===== config.mk =====
export PLATFORM = sky130hd
export DESIGN_NAME = swallow_counter
export DESIGN_NICKNAME = d
export VERILOG_FILES = /design/src/rtl/swallow_pkg.sv /design/src/rtl/swallow_prog.sv /design/src/rtl/swallow_fsm.sv /design/src/rtl/swallow_counter.sv
export SDC_FILE = /design/constraint.sdc
export NUM_CORES = 1
export LEC_CHECK = 0
export ABC_CLOCK_PERIOD_IN_PS = 2200
export CORE_UTILIZATION = 52
export CTS_BUF_LIST = sky130_fd_sc_hd__clkbuf_4
export DETAILED_ROUTE_END_ITERATION = 7
export PLACE_DENSITY = 0.78
export SLEW_MARGIN = 20
export SYNTH_ARGS = -nofsm -noshare
export SYNTH_HDL_FRONTEND = slang
export SYNTH_SLANG_ARGS = --single-unit

===== constraint.sdc =====
create_clock -name fin_clk -period 2.2 [get_ports fin_clk]
set_input_delay 0.22 -clock fin_clk [delete_from_list [all_inputs] [get_ports fin_clk]]
set_output_delay 0.22 -clock fin_clk [all_outputs]
set_load 0.02 [all_outputs]

===== src/rtl/swallow_pkg.sv =====
`timescale 1ns/1ps
package swallow_pkg;
    typedef enum logic [1:0] {
        ST_IDLE    = 2'd0,
        ST_SWALLOW = 2'd1,
        ST_MAIN    = 2'd2
    } swl_state_e;
endpackage


===== src/rtl/swallow_prog.sv =====
`timescale 1ns/1ps
// Loads and clamps the programmed ratios at each cycle start.
module swallow_prog #(
    parameter int A_W   = 7,
    parameter int M_W   = 10,
    parameter int M_MIN = 8
) (
    input  logic           clk,
    input  logic           rst_n,
    input  logic           load,
    input  logic [A_W-1:0] a_in,
    input  logic [M_W-1:0] m_in,
    output logic [A_W-1:0] a_cur,
    output logic [M_W-1:0] m_cur,
    output logic           range_err
);
    localparam int CMP_W = (A_W > M_W) ? A_W : M_W;
    localparam logic [M_W-1:0] M_FLOOR = M_W'(M_MIN);

    logic [M_W-1:0] m_clamped;
    logic           err_new;

    always_comb begin
        m_clamped = (m_in < M_FLOOR) ? M_FLOOR : m_in;
        err_new   = (CMP_W'(a_in) >= CMP_W'(m_clamped));
    end

    always_ff @(posedge clk or negedge rst_n) begin
        if (!rst_n) begin
            a_cur     <= '0;
            m_cur     <= M_FLOOR;
            range_err <= 1'b0;
        end else if (load) begin
            a_cur     <= a_in;
            m_cur     <= m_clamped;
            range_err <= err_new;
        end
    end


    m_floor_chk: assert property (@(posedge clk) disable iff (!rst_n)
        m_cur >= M_FLOOR);
endmodule


===== src/rtl/swallow_fsm.sv =====
`timescale 1ns/1ps
// Position counter and modulus-control state machine.
module swallow_fsm
    import swallow_pkg::*;
#(
    parameter int A_W = 7,
    parameter int M_W = 10
) (
    input  logic           clk,
    input  logic           rst_n,
    input  logic           resync,
    input  logic           a_new_zero,
    input  logic [A_W-1:0] a_cur,
    input  logic [M_W-1:0] m_cur,
    output logic           load,
    output logic           mc_o,
    output logic           fv_o
);
    swl_state_e     state, state_n, start_st;
    logic [M_W-1:0] pos, pos_plus;
    logic           last, restart, fv_q;

    always_comb begin
        pos_plus = pos + 1'b1;
        last     = (pos == m_cur - 1'b1);
        restart  = (state == ST_IDLE) || resync || last;
        start_st = a_new_zero ? ST_MAIN : ST_SWALLOW;
        load     = restart;
        state_n  = state;
        unique case (state)
            ST_IDLE:    state_n = start_st;
            ST_SWALLOW: begin
                if (restart)                     state_n = start_st;
                else if (pos_plus == M_W'(a_cur)) state_n = ST_MAIN;
                else                              state_n = ST_SWALLOW;
            end
            ST_MAIN:    state_n = restart ? start_st : ST_MAIN;
            default:    state_n = ST_IDLE;
        endcase
    end

    // state register and cycle position
    always_ff @(posedge clk or negedge rst_n) begin
        if (!rst_n) begin
            state <= ST_IDLE;
            pos   <= '0;
        end else begin
            state <= state_n;
            pos   <= restart ? '0 : pos_plus;
        end
    end

    // outputs
    always_ff @(posedge clk or negedge rst_n) begin
        if (!rst_n) fv_q <= 1'b0;
        else        fv_q <= last && !resync && (state != ST_IDLE);
    end

    always_comb begin
        mc_o = (state == ST_MAIN);
        fv_o = fv_q;
    end


    mc_rise_chk: assert property (@(posedge clk) disable iff (!rst_n)
        ($rose(mc_o) && pos != '0) |-> (pos == M_W'(a_cur)));

    fv_start_chk: assert property (@(posedge clk) disable iff (!rst_n)
        fv_o |-> (pos == '0 && state != ST_IDLE));

    pos_bound_chk: assert property (@(posedge clk) disable iff (!rst_n)
        (state != ST_IDLE) |-> (pos < m_cur));

    resync_restart_chk: assert property (@(posedge clk) disable iff (!rst_n)
        resync |=> (pos == '0 && !fv_o));
endmodule


===== src/rtl/swallow_counter.sv =====
`timescale 1ns/1ps
module swallow_counter #(
    parameter int A_W   = 7,
    parameter int M_W   = 10,
    parameter int M_MIN = 8
) (
    input  logic           fin_clk,
    input  logic           rst_n,
    input  logic           resync,
    input  logic [A_W-1:0] a_prog,
    input  logic [M_W-1:0] m_prog,
    output logic           mc,
    output logic           fv,
    output logic           range_err
);
    logic           load;
    logic [A_W-1:0] a_cur;
    logic [M_W-1:0] m_cur;

    swallow_prog #(.A_W(A_W), .M_W(M_W), .M_MIN(M_MIN)) prog_i (
        .clk       (fin_clk),
        .rst_n     (rst_n),
        .load      (load),
        .a_in      (a_prog),
        .m_in      (m_prog),
        .a_cur     (a_cur),
        .m_cur     (m_cur),
        .range_err (range_err)
    );

    swallow_fsm #(.A_W(A_W), .M_W(M_W)) fsm_i (
        .clk        (fin_clk),
        .rst_n      (rst_n),
        .resync     (resync),
        .a_new_zero (a_prog == '0),
        .a_cur      (a_cur),
        .m_cur      (m_cur),
        .load       (load),
        .mc_o       (mc),
        .fv_o       (fv)
    );


    err_mc_low_chk: assert property (@(posedge fin_clk) disable iff (!rst_n)
        range_err |-> !mc);
endmodule


== Word level (Yosys, flattened, before mapping) ==
Index checks and enable logic that the tools add are counted.
Widths: inputs -> output; s select.
Operators by class
  $add $sub $neg: 2
  magnitude comparators: 2
  eq/ne operators: 4
  multiplexer cells: 7
  reduce and logical (&&, ||, !) cells: 8
Operators by type and width (count)
  $mux 10: 2
  $add 10x1->10 const B: 1
  $eq 10x10->1: 1
  $eq 10x7->1: 1
  $ge 7x10->1: 1
  $lt 10x4->1 const B: 1
  $sub 10x1->10 const B: 1
  $mux 2: 4
  $logic_not 7->1: 1
  $pmux 2 s3: 1
  $eq 2x1->1 const B: 1
  $eq 2x2->1 const B: 1
  $logic_and 1x1->1: 2
  $logic_not 2->1: 1
  $logic_or 1x1->1: 2
  $reduce_bool 2->1: 1
  $logic_not 1->1: 1
Storage, ports and cells
  flip-flop bits (word level): 31
  input port bits: 20
  output and inout port bits: 3
  logic and storage cells: 29

== Longest topological paths before layout ==
Gate-level depths: netlist (run 1).
  depth after elaboration: 5
  mapped depth: 11
  depth with buffers taken out: 11

== Modules after synthesis ==
A second synthesis (run 1) with hierarchy kept.
Second synthesis, totals
  cells, all modules: 216
  area total of the unflattened synthesis: 2138.3 µm²
Modules (own cells, without submodules)
  swallow_fsm: times used 1, cells an instance 141, area an instance 1243.7 µm², sequential area each 325.3 µm²
  swallow_prog: times used 1, cells an instance 73, area an instance 874.6 µm², sequential area each 451.7 µm²
  swallow_counter: times used 1, cells an instance 2, area an instance 20.0 µm², sequential area each 0.0 µm²

== Worst setup path before layout (run 1) ==
OpenSTA, ideal clock, no wires.
  path type: reg2reg
  from: register prog_i.m_cur[0]
  to: register fsm_i.state[1]
  library setup time: 120 ps
  arrival time: 2053 ps
  required time: 2080 ps
  slack: 27 ps
  stages on the path, launching flop included: 10
  buffers on the path: 1
  period minus slack after synthesis: 2173 ps
  cell sequence: dfrtp_1 inv_1 ha_1 nor4b_4 and3_1 o2111ai_1 a2111oi_4 a21oi_1 buf_2 o211a_1
On the way
  cells in the longest elaborated chain, start to end: 5
  elaborated cells on any way between the ends: 6
  classes of those cells: add/sub (1); eq/ne (1); mux (3); reduce/logical (1)
Ends and longest elaborated chain
  start, declared: RTL line swallow_prog.sv:14  | output logic [M_W-1:0] m_cur,
  start signal, assigned: RTL line swallow_prog.sv:35  | m_cur <= m_clamped;
  $sub 10x1->10 *: RTL line swallow_fsm.sv:25  | last = (pos == m_cur - 1'b1);
  $eq 10x10->1 *: RTL line swallow_fsm.sv:25
  $logic_or 1x1->1 *: RTL line swallow_fsm.sv:26  | restart = (state == ST_IDLE) || resync || last;
  $mux 2, on equally long branches: RTL line swallow_fsm.sv:37, swallow_fsm.sv:33
  $pmux 2 s3 *: RTL line swallow_fsm.sv:30  | unique case (state)
  named net fsm_i.state_n[1]: RTL line swallow_fsm.sv:19  | swl_state_e state, state_n, start_st;
  end signal, assigned: RTL line swallow_fsm.sv:48  | state <= state_n;
  end, declared: RTL line swallow_fsm.sv:19
Mark *: on every way through the listed nets, which the timed path passes. The rest lies on a longest branch.
A chain may end at the register's enable or synchronous reset.

== Final worst setup path (run 1) ==
  from: register prog_i.m_cur[2]
  to: register prog_i.a_cur[1]
On the way
  cells in the longest elaborated chain, start to end: 3
Ends and longest elaborated chain
  $sub 10x1->10: RTL line swallow_fsm.sv:25
  $eq 10x10->1: RTL line swallow_fsm.sv:25
  $logic_or 1x1->1: RTL line swallow_fsm.sv:26
  end signal, assigned: RTL line swallow_prog.sv:34  | a_cur <= a_in;
  end, declared: RTL line swallow_prog.sv:13  | output logic [A_W-1:0] a_cur,
Every way passes these cells.

==> flow_summary.yaml, run 1 <==
die:
  die_w_um: 64.0
  core_sq_um: 3660
  ioPinCount: 23
  rows: 22
  initial_core_util_pct: 54.5
  die_h_um: 64.0
  fp.dieArea_sq_um: 4090
synth:
  synth_compound_gate_area_share_pct: 14.4
  synth_top_family_by_area: "simple AND/OR/NAND/NOR gates"
  postSynthCellCount: 218
  synth_cell_types: 46
  synthAdderAreaFrac_pct: 6.21
  synth_top_cell_by_area: "dfrtp_1"
  async_flop_share_pct: 100
  synth_top_cell_area_share_pct: 37.6
  syn_area_per_cell_sq_um: 9.15
  synth-edff-count: 0
  syn_area_sq_um: 2000
  syn-num-nets: 247
  yosys_warnings: 0
  yosys.area_share.simple_pct: 22.5
  netlist_top_cells_area: "dfrtp_1 38%, nand2_1 7.5%, xor2_1 7.0%"
  ys_seq_elements: 31
  synth_xor_area_share_pct: 12.7
  synth_flop_cell: "dfrtp_1"
  synth.area.mux_share_pct: 0.502
  seq_area_frac_synth_pct: 38.9
clock_network:
  ctsHoldBuffers: 0
  clk_latency_ns: 0.34
  cts_sinks: 31
  clock-root-buffer: "clkbuf_4"
  cts_max_path_buffers: 2
  clkTransAtPathRegs_ns: 0.11
  cts-buffers-inserted: 5
  cts_tree: "yes"
  cts_htree_levels: 2
critical_path:
  worstSetupStartpointType: "register"
  crit_family: "simple AND/OR/NAND/NOR gates"
  required_ns: 2.42
  crit_fanout: 13
  critPathSlowestCell: "or4b_1"
  cp_num_buf_inv: 2
  criticalPathCategory: "register to register"
  setup.worst_path.end_class: "register"
  crit_path_cell_trace: "or4b_1 > o31a_1 > nand4b_1 > o211ai_2 > a21o_1 > buf_12 > buf_12 > nand2_1 > nand2_1"
  cp.arrival_ns: 2.46
  max_stage_delay_ns: 0.54
place:
  dpl_cell_area_sq_um: 2460
  dpl_worst_slack_ns: -0.409
  portBuffers: 22
  placed_cells: 309
  globalplace.congestion: 0.831
  dpl.hpwl_um: 3420
drt:
  viasPerCell: 5.55
  wire_per_inst_um: 14.4
  antenna_left: 0
  drt_iter0_markers: 87
  drcViolationCount: 0
  drt_wl_total_um: 4580
  first_pass_iters: 4
  vias: 1766
power:
  power_mw: 2.19
  p_per_area_nw_per_um2: 838
  ir_drop_uv: 411
  leakagePower_nw: 1.18
sta:
  fmax_ghz: 0.447
  max_slew_margin_pct: 74.0
  fin_skew_ns: 0.0209
  setup_violations: 10
  layout_setup_ws_ns: -0.0381
  grt_setup_unrepaired: "yes"
  slew_viol_final: 0
  holdWs_ns: 0.261
  final-hold-violation-count: 0
  worst_pin_slew_ns: 0.391
  period_minus_slack_ns: 2.24
  post-route-period-util_pct: 102
layout:
  num_antenna_cells: 0
  finalInstanceArea_sq_um: 2610
  final_cells: 318
  final_cell_mix: "35 x nand2_1, 28 x dfrtp_1, 28 x buf_4, 20 x clkdlybuf4s50_1, 17 x nor2_1"
  finalNetCount: 299
  drive_gt1_share_pct: 25.2
  syn_to_final_growth_pct: 31.0
  mostFrequentLayoutCell: "nand2_1"
flow_run:
  maxCapViolCount: 0
global_route:
  grt_pass1_vias: 1690
  grt_max_degree: 32
  antenna_found_initial: 0
  grt_overflow: 0
  grt_pass1_wl_um: 7670
  track_usage_pct: 25.1
min_path:
  hold_path_class: "input port to async pin"
outcome:
  violations: "setup timing"
  outcome: "finished, violations left"
-- cells in the mapped netlist, types with 3 or more instances --
master	instances
nand3_1	5
nand2_1	40
inv_1	9
xor2_1	16
o21ai_0	10
and2_1	3
nor3_1	6
dfrtp_1	30
ha_1	9
nor2_1	18
buf_2	3
nor4_1	4
xnor2_1	13
a21oi_1	5
a31oi_1	3
nand4_1	3
o211ai_1	3
nor2b_1	5
-- cell type report --
type	instances	area, sq um
fillers	284	1050
inverters	9	33.8
clock buffers	5	37.5
multi-input cells	170	1210
clock inverters	2	8.76
well taps	48	60.1
flip-flops and latches	31	779
repair buffers	53	487
-- logic make-up after synthesis --
group | Yosys count
mux | 1
compound gates | 37
simple gates | 93
xor+xnor | 29
fa+ha+maj | 10
buf+inv | 17
flops | 31
-- routing by layer --
| metal | global-route usage, % | up-vias | wire length, um | part of all wire [%] |
|---|---|---|---|---|
| met5 | 0 | - | 0 | 0 |
| met4 | 10.8 | 0 | 129 | 2.8 |
| met3 | 5.54 | 14 | 251 | 5.5 |
| met2 | 41.1 | 69 | 2200 | 48 |
| met1 | 31.7 | 823 | 1990 | 44 |
| li1 | - | 860 | - | - |
-- where the power goes --
| group | switching (mW) | leakage, nW | internal, mW |
|---|---|---|---|
| Clock | 0.193 | 0.0285 | 0.113 |
| Sequential | 0.149 | 0.390 | 0.708 |
| Combinational | 0.514 | 0.763 | 0.512 |
| Total | 0.856 | 1.18 | 1.33 |
-- per-stage QoR --
stage | utilization, % | setup TNS [ns]
finish | 71.4 | -0.261
global placement | 67.2 | -0.272
global route | 71.4 | -1.85
CTS | 69.9 | -0.134
detailed placement | 67.2 | -0.415
floorplan | - | 0
-- worst register-to-register path: cells and delay by family, from the launching register on --
| kind | cells | cell delay (ns) |
|---|---|---|
| buffers and inverters | 2 | 0.29 |
| AO/OA/AOI/OAI | 3 | 0.62 |
| flip-flops | 1 | 0.45 |
| AND/OR/NAND/NOR | 4 | 0.78 |
-- worst paths after layout --
| check | from | end | slack (ns) | cells past startpoint |
|---|---|---|---|---|
| max | prog_i.m_cur[2] | prog_i.a_cur[1] | -0.04 | 9 |
| min | rst_n | fsm_i.state[1] | 0.26 | 2 |
| max reg2reg | prog_i.m_cur[2] | prog_i.a_cur[1] | -0.04 | 9 |
| min reg2reg | prog_i.a_cur[5] | prog_i.a_cur[5] | 0.50 | 2 |
| max in group asynchronous | rst_n | prog_i.m_cur[3] | 1.61 | 2 |
| min in group fin_clk | m_prog[6] | prog_i.m_cur[6] | 0.27 | 3 |
-- sequential cells by signal (all words and copies together) (netlist names) --
register	cells
fsm_i.pos	10
prog_i.m_cur	10
prog_i.a_cur	7
fsm_i.state	2
fsm_i.fv_o	1
prog_i.range_err	1
-- repair_timing --
| action | 4_1_cts | 5_1_grt |
|---|---|---|
| gates resized for setup | 9 | 19 |
| buffers inserted | 2 | 0 |
| pin swaps | 9 | 7 |
| setup endpoints to repair | 9 | 30 |
(Power assumes the default switching activity.)
==> run 2, diff against run 1 <==
--- a/config.mk
+++ b/config.mk
@@ -8,6 +8,7 @@
 export ABC_CLOCK_PERIOD_IN_PS = 2200
 export CORE_UTILIZATION = 52
 export CTS_BUF_LIST = sky130_fd_sc_hd__clkbuf_4
+export CTS_CLUSTER_SIZE = 25
 export DETAILED_ROUTE_END_ITERATION = 7
 export PLACE_DENSITY = 0.78
 export SLEW_MARGIN = 20
==> results of run 2 <==
Same layout as run 1: the final DEF is identical, and so are final timing and power.
